--- src/rtl/page_perm_pkg.sv ---
// Shared encodings for the page access permission checker.
// Assumes: cause codes are ordered by reporting priority.
package page_perm_pkg;

    typedef enum logic [2:0] {
        CAUSE_OK      = 3'd0,
        CAUSE_NOMATCH = 3'd1,
        CAUSE_GROUP   = 3'd2,
        CAUSE_PRIV    = 3'd3,
        CAUSE_RW      = 3'd4,
        CAUSE_GUARD   = 3'd5
    } cause_e;

    typedef enum logic [1:0] {
        KIND_READ  = 2'b00,
        KIND_WRITE = 2'b01,
        KIND_FETCH = 2'b10,
        KIND_RSVD  = 2'b11
    } kind_e;

    localparam logic [1:0] DOM_NORMAL = 2'b00;
    localparam logic [1:0] DOM_FREE   = 2'b11;

    localparam logic [1:0] PRIV_SUPER = 2'b00;
    localparam logic [1:0] PRIV_USER  = 2'b01;

    typedef struct packed {
        cause_e cause;
        logic   cache_en;
        logic   wthru;
    } verdict_t;

endpackage

--- src/rtl/perm_eval.sv ---
// Combinational permission decision for one access.
// What it does: combines the segment field (as a key pair or a domain
// override), the page entry attributes and the request to produce a
// prioritized cause code and the effective cache attributes.
// Assumes: inputs are stable during the cycle in which they are sampled.
module perm_eval
    import page_perm_pkg::*;
#(
    parameter int ASID_W  = 4,
    parameter int FIELD_W = 2
) (
    input  logic               domain_mode,
    input  logic               ifetch_en,
    input  logic               data_en,
    input  logic [FIELD_W-1:0] seg_field,
    input  logic [1:0]         kind,
    input  logic               is_super,
    input  logic               is_spec,
    input  logic [ASID_W-1:0]  cur_asid,
    input  logic [ASID_W-1:0]  pg_asid,
    input  logic               pg_asid_chk,
    input  logic [1:0]         pg_priv,
    input  logic               pg_rd,
    input  logic               pg_wr,
    input  logic               pg_guard,
    input  logic               pg_cache_en,
    input  logic               pg_wthru,
    output verdict_t           verdict
);

    logic is_fetch, is_write, checks_on;
    logic sel_key, key_ro, grp_block, grp_free;
    logic miss, priv_bad, rw_bad, guard_bad;

    // Classifies the access and picks the enable that governs it.
    always_comb begin
        is_fetch  = (kind == KIND_FETCH);
        is_write  = (kind == KIND_WRITE);
        checks_on = is_fetch ? ifetch_en : data_en;
    end

    // Interprets the segment field as a key pair or as a domain override.
    always_comb begin
        sel_key   = is_super ? seg_field[0] : seg_field[1];
        key_ro    = !domain_mode && sel_key;
        grp_free  = domain_mode && (seg_field == DOM_FREE);
        grp_block = domain_mode && (seg_field != DOM_FREE)
                                && (seg_field != DOM_NORMAL);
    end

    // Evaluates each page-level fault condition separately.
    always_comb begin
        miss      = pg_asid_chk && (pg_asid != cur_asid);
        priv_bad  = !grp_free &&
                    (((pg_priv == PRIV_SUPER) && !is_super) ||
                     ((pg_priv == PRIV_USER)  &&  is_super));
        rw_bad    = !grp_free &&
                    (is_write ? (!pg_wr || key_ro) : !pg_rd);
        guard_bad = !grp_free && is_spec && pg_guard;
    end

    // Reports the highest-priority fault and the resulting attributes.
    always_comb begin
        verdict.cache_en = 1'b0;
        verdict.wthru    = 1'b0;
        if (!checks_on) begin
            verdict.cause = CAUSE_OK;
        end else if (miss) begin
            verdict.cause = CAUSE_NOMATCH;
        end else if (grp_block) begin
            verdict.cause = CAUSE_GROUP;
        end else if (priv_bad) begin
            verdict.cause = CAUSE_PRIV;
        end else if (rw_bad) begin
            verdict.cause = CAUSE_RW;
        end else if (guard_bad) begin
            verdict.cause = CAUSE_GUARD;
        end else begin
            verdict.cause    = CAUSE_OK;
            verdict.cache_en = pg_cache_en;
            verdict.wthru    = pg_wthru;
        end
    end

    // a fault never carries cache attributes.
    always_comb begin
        if (verdict.cause != CAUSE_OK) begin
            a_fault_no_attr_r8: assert (!verdict.cache_en && !verdict.wthru);
        end
    end

endmodule

--- config.mk ---
export PLATFORM = sky130hd
export DESIGN_NAME = perm_eval
export DESIGN_NICKNAME = d
export VERILOG_FILES = /design/src/rtl/page_perm_pkg.sv /design/src/rtl/perm_eval.sv
export SDC_FILE = /design/constraint.sdc
export NUM_CORES = 1
export LEC_CHECK = 0
export CAP_MARGIN = 20
export CELL_PAD_IN_SITES_DETAIL_PLACEMENT = 1
export CELL_PAD_IN_SITES_GLOBAL_PLACEMENT = 1
export CORE_UTILIZATION = 19
export DETAILED_ROUTE_END_ITERATION = 8
export PLACE_DENSITY_LB_ADDON = 0.1
export REMOVE_ABC_BUFFERS = 1
export SLEW_MARGIN = 20
export SYNTH_ARGS = -nofsm -noshare
export SYNTH_HDL_FRONTEND = slang
export SYNTH_SLANG_ARGS = --single-unit
--- constraint.sdc ---
create_clock -name vclk -period 1.8
set_input_delay 0.36 -clock vclk [all_inputs]
set_output_delay 0.36 -clock vclk [all_outputs]
set_load 0.02 [all_outputs]
==> out/metrics.cfg, run 1 <==
[outcome]
status=finished, violations left
violations=negative setup slack

[logic_synthesis]
synth_top_area_frac=0.161
yosysUniqueCellTypes=21
synth.yosys.seq_area_share=0
yosysMostFrequentCell=xor2_1
synthTopCellsByCount=xor2_1, nor3b_1, nand2_1, nand2b_1
syn_area_per_cell_um2=9.05
synth_cells=30
yosys.area.top_type=xor2_1
syn_area_um2=272
synth_area_leaders=xor2_1, nor3b_1, o41ai_4
ys_warn_count=0

[critical_path]
cp.required_ns=1.44
cpPeakStageDelay_ns=0.42
critPathArrivalTime_ns=1.58
path_max_fanout=3
critPathLaunchType=input port
cpMaxStageDelayCell=o41ai_4
endpoint_kind=primary output
critical_path.cell_chain=buf_6 -> xor2_2 -> o41ai_4 -> o211ai_4 -> a211oi_2 -> buf_4
crit_type=input port to primary output

[finish]
nNetsFinal=93
nClkBuffers=0
drive_gt1_frac=0.712
n_antenna_cell=0
seq_area_um2=0
nFlopsAndLatches=0
syn2layout_area_growth_pct=152
fill_cells=163
final_cells=81

[placement]
gp_congestion=0.681
place_ws_ns=-1.02
place_hpwl_um=772
io_buffer_count=30
dp_cells=79

[floorplan]
fp.coreArea_mm2=0.00132
dieHeight_um=39.8
die_x_um=39.8
rows=13
ios=30
die-area_mm2=0.00158
start_util=0.206

[detailed_routing]
drc=0
vias=357
via_per_inst=4.41
drtIter0Drc=2
routed_wl_um=889
post_drt_wl_per_cell_um=11.0
drtAntennaViolNets=0
dr.pass1.iters=2

[hold_path]
holdCritStartpoint=seg_field[0]
whs_path_depth=6
hold_path_class=input port to primary output
hold_end=verdict[2]

[global_route]
grt_first_pass_wirelength_um=1210
grt_max_degree=5
antenna_found_initial=0
track_usage=0.108
grt_remaining_overflow=0
first_global_vias=331

[pwr]
power.density_mw_per_mm2=250
power_leakage_nw=0.298
irDropWorstVdd_v=0.0000965

[timing]
fmax_mhz=516
tns_ns=-0.528
relSlewSlack=0.778
tightest_slew_ns=0.332
fin_crit_ns=1.94
rsz0062_at_grt=true
final_max_slew_viol_count=0
finalCritPeriodShare=1.08
setup_violations=5
hold_viol_final=0
layout_setup_ws_ns=-0.138

[flow_run]
maxCapViolations=0

[clock_tree]
holdBufCountCts=0

critical path, delay by kind of cell:
| family | cells | cell delay (ns) |
|---|---|---|
| buffers and inverters | 2 | 0.26 |
| AO/OA/AOI/OAI | 3 | 0.78 |
| XOR/XNOR | 1 | 0.17 |
per-layer routing:
metal  wire length, um  vias to the layer above  share of wire  track usage
met5                 0                        -              0            0
met4                 0                        0              0            0
met3                83                        0          0.093       0.0114
met2               456                       19           0.51        0.201
met1               348                      158           0.39        0.137
li1                  -                      180              -            -
repair_timing:
action                                 4_1_cts  5_1_grt
gates cloned                                 0        0
resized for setup                           99        7
setup endpoints to repair                    5        5
endpoints found under the hold margin        0        0
pin swaps                                   16        7
setup buffers                                1        1
power by group:
group	switching, mW	leakage, nW	internal, mW
logic	0.0727	0.298	0.0983
registers	0	0	0
clock network	0	0	0
cell families (layout without fill, tap and decap cells):
family | after synthesis | after routing | synth area share
compound gates | 9 | 9 | 0.415
mux | 2 | 2 | 0.0968
xor+xnor | 5 | 5 | 0.161
simple gates | 13 | 13 | 0.313
buf+inv | 1 | 37 | 0.0138
worst max path at each step:
| stage | slack (ns) | to | start |
|---|---|---|---|
| after floorplan | -0.18 | verdict[0] | cur_asid[3] |
| after global placement | -1.01 | verdict[1] | is_super |
| after detailed placement | -1.02 | verdict[0] | is_super |
| after CTS | -0.16 | verdict[1] | pg_asid[3] |
| after global routing | -0.20 | verdict[4] | pg_asid[3] |
| final | -0.14 | verdict[4] | pg_asid[3] |
cell type report:
class / instances / area [um^2] / area share
inverter: 1 / 3.75 / 0.00548
multi-input combinational: 29 / 367 / 0.536
tap: 15 / 18.8 / 0.0274
timing repair buffer: 36 / 295 / 0.431
layout by cell type, fill, tap and decap left out, types with 2 or more instances in the layout:
| master | instances |
|---|---|
| buf_4 | 10 |
| clkdlybuf4s50_1 | 8 |
| buf_2 | 7 |
| xor2_2 | 5 |
| nor3b_2 | 4 |
| dlygate4sd2_1 | 4 |
| buf_6 | 3 |
| mux2_4 | 2 |
| nand2b_4 | 2 |
| clkbuf_2 | 2 |
stage by stage:
stage               power [mW]  utilization  hold WS [ns]  instance area, um^2
floorplan               0.0646            -         0.897                  272
global placement         0.150        0.471          1.77                  621
detailed placement       0.152        0.471          1.77                  621
CTS                      0.163        0.505          1.34                  666
global route             0.183        0.519          1.39                  684
finish                   0.171        0.519          1.34                  684
Power figures use the tool's default switching activity.
==> run 2, diff against run 1 <==
--- a/config.mk
+++ b/config.mk
@@ -10,7 +10,7 @@
 export CELL_PAD_IN_SITES_GLOBAL_PLACEMENT = 1
 export CORE_UTILIZATION = 19
 export DETAILED_ROUTE_END_ITERATION = 8
-export PLACE_DENSITY_LB_ADDON = 0.1
+export PLACE_DENSITY = 0.82
 export REMOVE_ABC_BUFFERS = 1
 export SLEW_MARGIN = 20
 export SYNTH_ARGS = -nofsm -noshare
==> out/metrics.cfg, run 2 (synthesized netlist as in run 1, its figures left out) <==
[global_route]
grt_first_pass_wirelength_um=1500  ; was 1210 um
track_usage=0.138  ; was 0.108
top_usage_layer=met2  ; unchanged
antenna_found_initial=0  ; unchanged
first_global_vias=382  ; was 331
grtUsageMet2=0.324  ; was 0.201
grt_remaining_overflow=0  ; unchanged
grt_use_met1=0.130  ; was 0.137
grt_util_met3=0  ; was 0.0114
grt_max_degree=5  ; unchanged

[timing]
hold_viol_final=0  ; unchanged
relSlewSlack=0.754  ; was 0.778
rsz0062_at_grt=true  ; unchanged
fmax_mhz=510  ; was 516 MHz
final_max_slew_viol_count=0  ; unchanged
layout_setup_ws_ns=-0.162  ; was -0.138 ns
finalCritPeriodShare=1.09  ; was 1.08
fin_crit_ns=1.96  ; was 1.94 ns
tightest_slew_ns=0.367  ; was 0.332 ns
setup_violations=5  ; unchanged

[critical_path]
endpoint_kind=primary output  ; unchanged
crit_start=pg_asid[0]  ; was pg_asid[3]
critPathLaunchType=input port  ; unchanged
path_max_fanout=3  ; unchanged
cp.required_ns=1.44  ; about the same
crit_end=verdict[0]  ; was verdict[4]
crit_type=input port to primary output  ; unchanged
critPathArrivalTime_ns=1.60  ; was 1.58 ns

[floorplan]
start_util=0.206  ; unchanged
die_x_um=39.8  ; unchanged
die-area_mm2=0.00158  ; unchanged
ios=30  ; unchanged
dieHeight_um=39.8  ; unchanged
rows=13  ; unchanged
fp.coreArea_mm2=0.00132  ; unchanged

[placement]
dp_cells=79  ; unchanged
dpl_cell_area_um2=621  ; unchanged
io_buffer_count=30  ; unchanged
place_hpwl_um=829  ; was 772 um
gp_congestion=0.628  ; was 0.681

[flow_run]
maxCapViolations=0  ; unchanged

[finish]
final_area_um2=658  ; was 684 um^2
seq_area_um2=0  ; unchanged
fill_cells=159  ; was 163
mostFrequentLayoutCells=buf_4, buf_2, clkdlybuf4s50_1  ; was buf_4, clkdlybuf4s50_1, buf_2
layout_commonest_cell=buf_4  ; unchanged
drive_gt1_frac=0.652  ; was 0.712
nFlopsAndLatches=0  ; unchanged
nClkBuffers=0  ; unchanged
nNetsFinal=93  ; unchanged
syn2layout_area_growth_pct=142  ; was 152%
n_antenna_cell=0  ; unchanged
final_cells=81  ; unchanged

[detailed_routing]
vias=368  ; was 357
post_drt_wl_per_cell_um=12.8  ; was 11.0 um
drc=0  ; unchanged
dr.pass1.iters=1  ; was 2
routed_wl_um=1030  ; was 889 um
drtIter0Drc=0  ; was 2
via_per_inst=4.54  ; was 4.41
drtAntennaViolNets=0  ; unchanged

[pwr]
irDropWorstVdd_v=0.0000960  ; was 0.0000965 V
pwr-share-comb=1.000  ; about the same
seqPwrFrac=0  ; about the same
power_leakage_nw=0.284  ; was 0.298 nW
pwr-share-clk=0  ; about the same
netSwitchingFraction=0.434  ; was 0.425
switchingPower_mw=0.0703  ; was 0.0727 mW
intPower_mw=0.0918  ; was 0.0983 mW
power.density_mw_per_mm2=246  ; was 250 mW/mm^2

[outcome]
violations=negative setup slack  ; unchanged
status=finished, violations left  ; unchanged

[hold_path]
hold_path_class=input port to primary output  ; unchanged

[clock_tree]
holdBufCountCts=0  ; unchanged

-- run 2: changes by cell type in the layout (fill, tap and decap cells not counted), sizes merged --
cell,delta
buf,+1
clkbuf,-1
-- run 2: worst min path at each step --
stage | startpoint | endpoint | slack [ns] | cells after the start
floorplan | is_spec | verdict[4] | 0.90 | 2
global placement | pg_wthru | verdict[0] | 1.76 | 3
detailed placement | pg_cache_en | verdict[1] | 1.79 | 3
CTS | seg_field[0] | verdict[2] | 1.35 | 6
global route | seg_field[0] | verdict[2] | 1.39 | 6
finish | seg_field[0] | verdict[2] | 1.34 | 6
-- run 2: cell type report --
cell class                 instances  area (um^2)  share of cell area
tap                               15         18.8              0.0285
multi-input combinational         29          349               0.530
inverter                           1         3.75             0.00570
timing repair buffer              36          287               0.435
-- run 2: power groups by stage --
stage               combinational [mW]  clock (mW)  sequential (mW)
floorplan                       0.0646           0                0
global placement                 0.149           0                0
detailed placement               0.152           0                0
CTS                              0.164           0                0
global route                     0.172           0                0
finish                           0.162           0                0
-- run 2: per-layer routing --
metal / wire length (um) / part of all wire / vias up
li1: - / - / 182
met1: 379 / 0.37 / 172
met2: 617 / 0.60 / 14
met3: 37 / 0.036 / 0
met4: 0 / 0 / 0
met5: 0 / 0 / -
-- run 2: metrics by stage --
step | worst slack (ns) | TNS [ns] | utilization | hold WS (ns) | power, mW
3_5_place_dp | -1.04 | -4.82 | 0.471 | 1.79 | 0.152
4_1_cts | -0.142 | -0.604 | 0.503 | 1.35 | 0.164
2_1_floorplan | -0.179 | -0.508 | - | 0.897 | 0.0646
3_3_place_gp | -1.01 | -4.72 | 0.471 | 1.76 | 0.149
5_1_grt | -0.217 | -0.984 | 0.500 | 1.39 | 0.172
6_report | -0.162 | -0.709 | 0.500 | 1.34 | 0.162
-- run 2: critical path, cell delays in order --
cell	delay, ns
buf_6	0.09
xor2_2	0.17
o41ai_4	0.45
o211ai_4	0.15
nor3b_2	0.20
buf_4	0.16
-- run 2: timing repair --
item                       CTS  global route
gates resized for setup     99             1
buffers inserted             2             0
setup endpoints to repair    5             5
pin swaps                   15             0
